[src/rtl/lbw_pkg.sv]
package lbw_pkg;
    typedef enum logic [1:0] {
        PH_IDLE    = 2'd0,
        PH_DATA    = 2'd1,
        PH_STROBE  = 2'd2,
        PH_RELEASE = 2'd3
    } phase_e;
endpackage

[src/rtl/lbw_settle.sv]
module lbw_settle #(
    parameter int DELAY_CYC = 50
) (
    input  logic clk,
    input  logic rst_n,
    input  logic load,
    output logic expired
);
    localparam int CW = $clog2(DELAY_CYC + 1);
    localparam logic [CW-1:0] RELOAD = CW'(DELAY_CYC - 1);

    logic [CW-1:0] cnt_d, cnt_q;

    always_comb begin
        cnt_d = cnt_q;
        if (load)
            cnt_d = RELOAD;
        else if (cnt_q != '0)
            cnt_d = cnt_q - 1'b1;
    end

    always_ff @(posedge clk or negedge rst_n) begin
        if (!rst_n) cnt_q <= '0;
        else        cnt_q <= cnt_d;
    end

    assign expired = (cnt_q == '0);
endmodule

[src/rtl/lbw_merge.sv]
module lbw_merge #(
    parameter int DW = 8
) (
    input  logic [DW-1:0]         old_val,
    input  logic                  bit_mode,
    input  logic [$clog2(DW)-1:0] bit_pos,
    input  logic                  bit_level,
    input  logic [DW-1:0]         value,
    input  logic [DW-1:0]         mask,
    output logic [DW-1:0]         merged
);
    logic [DW-1:0] eff_mask, eff_val;

    always_comb begin
        if (bit_mode) begin
            eff_mask = {{(DW-1){1'b0}}, 1'b1} << bit_pos;
            eff_val  = bit_level ? eff_mask : '0;
        end else begin
            eff_mask = mask;
            eff_val  = value;
        end
        merged = (old_val & ~eff_mask) | (eff_val & eff_mask);
    end
endmodule

[src/rtl/lbw_strobe_dec.sv]
module lbw_strobe_dec #(
    parameter int NUM_LATCH = 4
) (
    input  logic                         active,
    input  logic [$clog2(NUM_LATCH)-1:0] sel,
    output logic [NUM_LATCH-1:0]         strobe_n
);
    for (genvar i = 0; i < NUM_LATCH; i++) begin : g_line
        assign strobe_n[i] = !(active && (sel == i));
    end
endmodule

[src/rtl/latch_bus_writer.sv]
module latch_bus_writer #(
    parameter int NUM_LATCH = 4,
    parameter int DW        = 8,
    parameter int IDX_W     = 3,
    parameter int DELAY_CYC = 50
) (
    input  logic                    clk,
    input  logic                    rst_n,
    input  logic                    req_valid,
    input  logic [IDX_W-1:0]        req_idx,
    input  logic                    req_bit,
    input  logic [$clog2(DW)-1:0]   req_pos,
    input  logic                    req_level,
    input  logic [DW-1:0]           req_value,
    input  logic [DW-1:0]           req_mask,
    output logic                    busy,
    output logic                    done,
    output logic                    err,
    output logic [DW-1:0]           bus_data,
    output logic [NUM_LATCH-1:0]    strobe_n,
    output logic [NUM_LATCH*DW-1:0] shadow_flat
);
    import lbw_pkg::*;

    localparam int SEL_W = $clog2(NUM_LATCH);

    typedef struct packed {
        phase_e                      phase;
        logic [SEL_W-1:0]            sel;
        logic [DW-1:0]               bus;
        logic [NUM_LATCH-1:0][DW-1:0] shadow;
        logic                        done;
        logic                        err;
    } state_t;

    state_t st_d, st_q;
    logic   tmr_load, tmr_expired;
    logic   idx_ok;
    logic [SEL_W-1:0] idx_sel;
    logic [DW-1:0]    merged;

    assign idx_ok  = (req_idx < IDX_W'(NUM_LATCH));
    assign idx_sel = req_idx[SEL_W-1:0];

    lbw_merge #(.DW(DW)) i_merge (
        .old_val  (st_q.shadow[idx_sel]),
        .bit_mode (req_bit),
        .bit_pos  (req_pos),
        .bit_level(req_level),
        .value    (req_value),
        .mask     (req_mask),
        .merged   (merged)
    );

    lbw_settle #(.DELAY_CYC(DELAY_CYC)) i_settle (
        .clk    (clk),
        .rst_n  (rst_n),
        .load   (tmr_load),
        .expired(tmr_expired)
    );

    lbw_strobe_dec #(.NUM_LATCH(NUM_LATCH)) i_dec (
        .active  (st_q.phase == PH_STROBE),
        .sel     (st_q.sel),
        .strobe_n(strobe_n)
    );

    always_comb begin
        st_d      = st_q;
        st_d.done = 1'b0;
        st_d.err  = 1'b0;
        tmr_load  = 1'b0;
        case (st_q.phase)
            PH_IDLE: begin
                if (req_valid) begin
                    if (idx_ok) begin
                        st_d.shadow[idx_sel] = merged;
                        st_d.bus             = merged;
                        st_d.sel             = idx_sel;
                        st_d.phase           = PH_DATA;
                        tmr_load             = 1'b1;
                    end else begin
                        st_d.err = 1'b1;
                    end
                end
            end
            PH_DATA: begin
                if (tmr_expired) begin
                    st_d.phase = PH_STROBE;
                    tmr_load   = 1'b1;
                end
            end
            PH_STROBE: begin
                if (tmr_expired) begin
                    st_d.phase = PH_RELEASE;
                    tmr_load   = 1'b1;
                end
            end
            default: begin
                if (tmr_expired) begin
                    st_d.phase = PH_IDLE;
                    st_d.done  = 1'b1;
                end
            end
        endcase
    end

    always_ff @(posedge clk or negedge rst_n) begin
        if (!rst_n) begin
            st_q <= '{phase: PH_IDLE, sel: '0, bus: '0, shadow: '0,
                      done: 1'b0, err: 1'b0};
        end else begin
            st_q <= st_d;
        end
    end

    assign busy        = (st_q.phase != PH_IDLE);
    assign done        = st_q.done;
    assign err         = st_q.err;
    assign bus_data    = st_q.bus;
    assign shadow_flat = st_q.shadow;
endmodule

[config.mk]
export PLATFORM = sky130hd
export DESIGN_NAME = latch_bus_writer
export DESIGN_NICKNAME = d
export VERILOG_FILES = /design/src/rtl/lbw_pkg.sv /design/src/rtl/lbw_settle.sv /design/src/rtl/lbw_merge.sv /design/src/rtl/lbw_strobe_dec.sv /design/src/rtl/latch_bus_writer.sv
export SDC_FILE = /design/constraint.sdc
export NUM_CORES = 1
export LEC_CHECK = 0
export BUFFER_PORTS_ARGS = -buffer_cell sky130_fd_sc_hd__buf_2
export CAP_MARGIN = 20
export CORE_MARGIN = 8
export CORE_UTILIZATION = 49
export DETAILED_ROUTE_END_ITERATION = 7
export MAX_ROUTING_LAYER = met4
export PLACE_DENSITY = 0.74
export SYNTH_ARGS = -nofsm -noshare
export SYNTH_HDL_FRONTEND = slang
export SYNTH_SLANG_ARGS = --single-unit
export TNS_END_PERCENT = 30
[constraint.sdc]
create_clock -name clk -period 1.9 [get_ports clk]
set_input_delay 0.285 -clock clk [delete_from_list [all_inputs] [get_ports clk]]
set_output_delay 0.285 -clock clk [all_outputs]
set_load 0.01 [all_outputs]
-- Yosys cells after proc, flatten, opt, wreduce, memory -nomap -nowiden
Cells that the tools add are included.
- word-level logic and storage cells: 72
- bits in registers: 52
- input port bits: 27
- shift operators: 1
- mux-type cells: 24
- eq/ne operators: 9
- $add $sub $neg: 1
- $lt $le $gt $ge: 3
- bitwise logic cells: 4
- reduce and logical (&&, ||, !) cells: 20
- operators with widths (kind ; number):
    44-bit two-way mux ; 2
    8-bit two-way mux ; 5
    32-bit bitwise mux ; 1
    8-bit bitwise AND ; 2
    8-bit binary-select mux with 2-bit select ; 1
    8-bit demux with 2-bit select ; 1
    6-bit two-way mux ; 2
    8-bit inverter ; 1
    8-bit OR ; 1
    1-bit by 3-bit left shift with 8-bit output, first input constant ; 1
    1-bit two-way mux ; 7
    2-bit equality test, second input constant ; 3
    6-bit logical NOT ; 1
    2-bit two-way mux ; 3
    2-bit inequality test, second input constant ; 3
    2-bit one-hot mux with 3 select lines ; 1
    2-bit nonzero test ; 3
    6-bit nonzero test ; 1
    6-bit by 1-bit subtractor with 6-bit output, second input constant ; 1
    1-bit logical AND ; 5
    5-bit AND reduction ; 1
    2-bit by 1-bit equality test with 1-bit output, second input constant ; 2
    1-bit logical NOT ; 4
    2-bit logical NOT ; 2
    8 further kinds ; 8

-- Logic depth before layout (Yosys ltp)
- word-level depth: 9
- depth in mapped cells: 6
- depth with buffers taken out: 6

-- Modules after synthesis
Synthesis repeated with hierarchy kept, for this count alone.
- cells, all modules: 273
- area, all modules: 3056.7 um^2
- modules (own cells, without submodules) (module ; instances ; area an instance (um^2) ; cells an instance):
    latch_bus_writer ; 1 ; 2352.3 ; 186
    lbw_merge ; 1 ; 337.8 ; 50
    lbw_settle ; 1 ; 337.8 ; 33
    lbw_strobe_dec ; 1 ; 28.8 ; 4

-- Worst setup path after synthesis
Ideal clock, no wire load.
- path type: flip-flop to flip-flop
- start: register st_q[45] (netlist bit)
- end: register (tool-made name)
- period minus slack after synthesis: 1.893 ns
- library setup time: 0.125 ns
- stages on the path, launching flop included: 7
- data required time: 1.775 ns
- arrival: 1.768 ns
- setup slack: 0.007 ns
- cells stage by stage: dfrtp_1 inv_1 ha_1 inv_2 or4_4 buf_6 mux2_4
- RTL lines (element ; RTL line ; RTL):
    from (decl) ; latch_bus_writer.sv:36 ; state_t st_d, st_q;
    from (signal assigned) ; latch_bus_writer.sv:110 ; st_q <= '{phase: PH_IDLE, sel: '0, bus: '0, shadow: '0,
    from (signal assigned) ; latch_bus_writer.sv:113 ; st_q <= st_d;

==> flow_metrics.tcl <==
set metrics [dict create \
    status "finished clean" \
    maxCapViolCount 0 \
    ant_nets 0 \
    port_buffers 73 \
    pre_cts_ws_ns 0.0395 \
    cts_setup_buffers 0 \
    peakVddDrop_v 0.000368 \
    htree_levels 2 \
    clock.fmax_mhz 548 \
    synth_cell_types 48 \
    ys_seq_area_frac 0.422 \
    hp-class "primary input to register" \
    avgSynthCellArea_sq_um 12.1 \
    dr.pass1.iters 4 \
    drt_iter0_markers 121 \
    post_drt_via_cell_ratio 5.58 \
    end_kind "register" \
    p_leak_nw 1.85 \
    placedInstanceArea_sq_um 3350 \
    synth_edf_count 0 \
    async_flop_share 1.00 \
    cp_max_fo 8 \
    stdcell_area_sq_um 3490 \
    p_switching_uw 458 \
    clock_path_buffers 2 \
    cts_root_buffer "clkbuf_8" \
    grt_usage 0.164 \
    grt_pass1_wl_mm 11.2 \
    vias 2141 \
    power_frac_seq 0.549 \
    crit_arrival_ns 2.02 \
    setup_violations 0 \
    r2r_start "st_q[45]$_DFFE_PN0P_" \
    place_congestion 0.866 \
    insertedDiodeCount 0 \
    syn-cell-area_sq_um 3090 \
    cts.reportedPaths.clkPinSlew_ns 0.09 \
    synth.net_count 287 \
    syn_inst 254 \
    grt_pass1_vias 2141 \
    final_nets 339 \
    yosysTopAreaCellShare 0.422 \
    coreArea_sq_um 6200 \
    max-slew-margin-rel 0.589 \
    ys_ff_latch 52 \
    rsz0062_at_grt "false" \
    crit_type "register to register" \
    fin_setup_tns_ns 0 \
    wl_per_cell_um 18.6 \
    swShare 0.226 \
    worstPathRequired_ns 2.10 \
    p_total_mw 2.02 \
    areaGrowthSynthToFinish_pct 13.1 \
    p_int_mw 1.56 \
    final.period_utilization 0.960 \
    layout_setup_ws_ns 0.0752 \
    cts_sinks 52 \
    fin_skew_ns 0.0105 \
    hpwl_mm 5.59 \
    cts_tree "yes" \
    layout_min_cycle_time_ns 1.82 \
    fin_util 0.563 \
    numCtsBuffers 5 \
    die_height_um 95.4 \
    tightest_slew_ns 0.616 \
    yosys-top-cells-area "dfrtp_1, mux2_2, buf_4" \
    wirelength_mm 7.14 \
    grt-ovfl-total 0 \
    worstSkewPairLatency_ns 0.31 \
    layout-drive-gt1-share 0.550 \
    antenna_found_initial 0 \
    drv_slew 0 \
    pwr-share-clk 0.367 \
    pin_count 74 \
    ys_warn_count 0 \
    synth.largest_area_cell "dfrtp_1" \
    std_cell_rows 29 \
    hold_violations 0 \
    min_from "req_valid" \
    grt_max_degree 29 \
    crit_path_start "st_q[45]$_DFFE_PN0P_" \
    die_area_sq_um 9090 \
    start_util 0.497 \
    synth_flop_cell "dfrtp_1" \
    powerDensity_nw_per_um2 579 \
    die_w_um 95.4 \
    startpoint_type "register" \
    combPwrFrac 0.084 \
    drcViolationCount 0 \
]
[kinds of logic (layout without fill, tap and decap cells)]
group	count (synthesis)	count (layout)	synth area share
and+or+nand+nor	60	60	0.118
buffers and inverters	59	112	0.127
adders and majority gates	6	6	0.0243
DFF	52	52	0.422
AOI/OAI and AO/OA	22	22	0.0689
xor gates and xnor gates	1	1	0.00284
muxes	54	54	0.237
[stage by stage]
stage          cells  hold slack (ns)
4_1_cts          384            0.234
2_1_floorplan    254          -0.0106
3_5_place_dp     375            0.329
6_report         384            0.246
3_3_place_gp     375            0.335
5_1_grt          384            0.248
[placed cells by master, fill, tap and decap left out, types with 3 or more instances in the layout]
master / synthesis / final
buf_2: 1 / 72
dfrtp_1: 52 / 51
mux2_2: 33 / 33
buf_4: 41 / 17
inv_1: 11 / 9
nand2_1: 9 / 9
nand3_1: 8 / 8
nor2_1: 8 / 8
mux2_4: 8 / 8
mux4_2: 6 / 6
nor2b_1: 5 / 5
nand2b_1: 5 / 5
clkbuf_8: 0 / 5
nor3_2: 4 / 4
mux2i_1: 4 / 4
ha_1: 6 / 4
inv_2: 1 / 3
and3_1: 3 / 3
o221ai_2: 3 / 3
o221ai_1: 3 / 3
nor3_1: 3 / 3
a21oi_1: 3 / 3
[cell usage after synthesis, types with 4 or more instances]
library cell  instances
nand2_1               9
nor3_2                4
mux4_2                6
nor2_1                8
inv_1                11
mux2_4                8
ha_1                  6
nand3_1               8
nor2b_1               5
mux2i_1               4
mux2_2               33
nand2b_1              5
buf_4                41
dfrtp_1              52
[what timing repair did]
item	in CTS	in global routing
hold buffers	1	0
endpoints found under the hold margin	20	0
gates resized for setup	2	6
pin swaps	0	1
endpoints found under the setup margin	1	13
gates cloned	0	0
[worst max-delay path, cell delays in order, from the launching register on]
cell     delay, ns
dfrtp_2       0.45
inv_2         0.08
ha_2          0.18
inv_2         0.05
or4_4         0.63
mux2_4        0.33
[layout make-up]
| class | instances | area, sq um |
|---|---|---|
| clock buffer | 6 | 72.6 |
| clock inverter | 2 | 35.0 |
| fill | 522 | 2710 |
| inverter | 12 | 45.0 |
| multi-input combinational | 143 | 1410 |
| sequential | 52 | 1300 |
| tap | 77 | 96.3 |
| timing repair buffer | 92 | 529 |
[path summary, 6_finish.rpt]
| path | slack, ns | endpoint | cells past startpoint |
|---|---|---|---|
| max in group asynchronous | 0.71 | st_q[45]$_DFFE_PN0P_ | 3 |
| setup / recovery | 0.08 | register | 5 |
| min in group asynchronous | 0.52 | asynchronous set/reset pin | 2 |
| setup reg to reg | 0.08 | register | 5 |
| hold / removal | 0.25 | err$_DFF_PN0_ | 2 |
| hold reg to reg | 0.51 | bus_data[6]$_DFFE_PN0P_ | 1 |
[metal layers]
layer | share of wire | global-route usage | wire length (um)
met5 | 0 | - | 0
met1 | 0.42 | 0.201 | 2980
met3 | 0.090 | 0.0433 | 644
met2 | 0.48 | 0.261 | 3440
met4 | 0.010 | 0.0455 | 72
[power groups by stage]
stage | registers (mW) | logic, mW | clock network [mW]
after CTS | 1.11 | 0.172 | 0.765
after detailed placement | 1.13 | 0.170 | 0
after floorplan | 1.13 | 0.0839 | 0
after global placement | 1.13 | 0.168 | 0
after global routing | 1.11 | 0.188 | 0.795
final | 1.11 | 0.171 | 0.742
No activity file was read; power rests on OpenSTA's default activity.
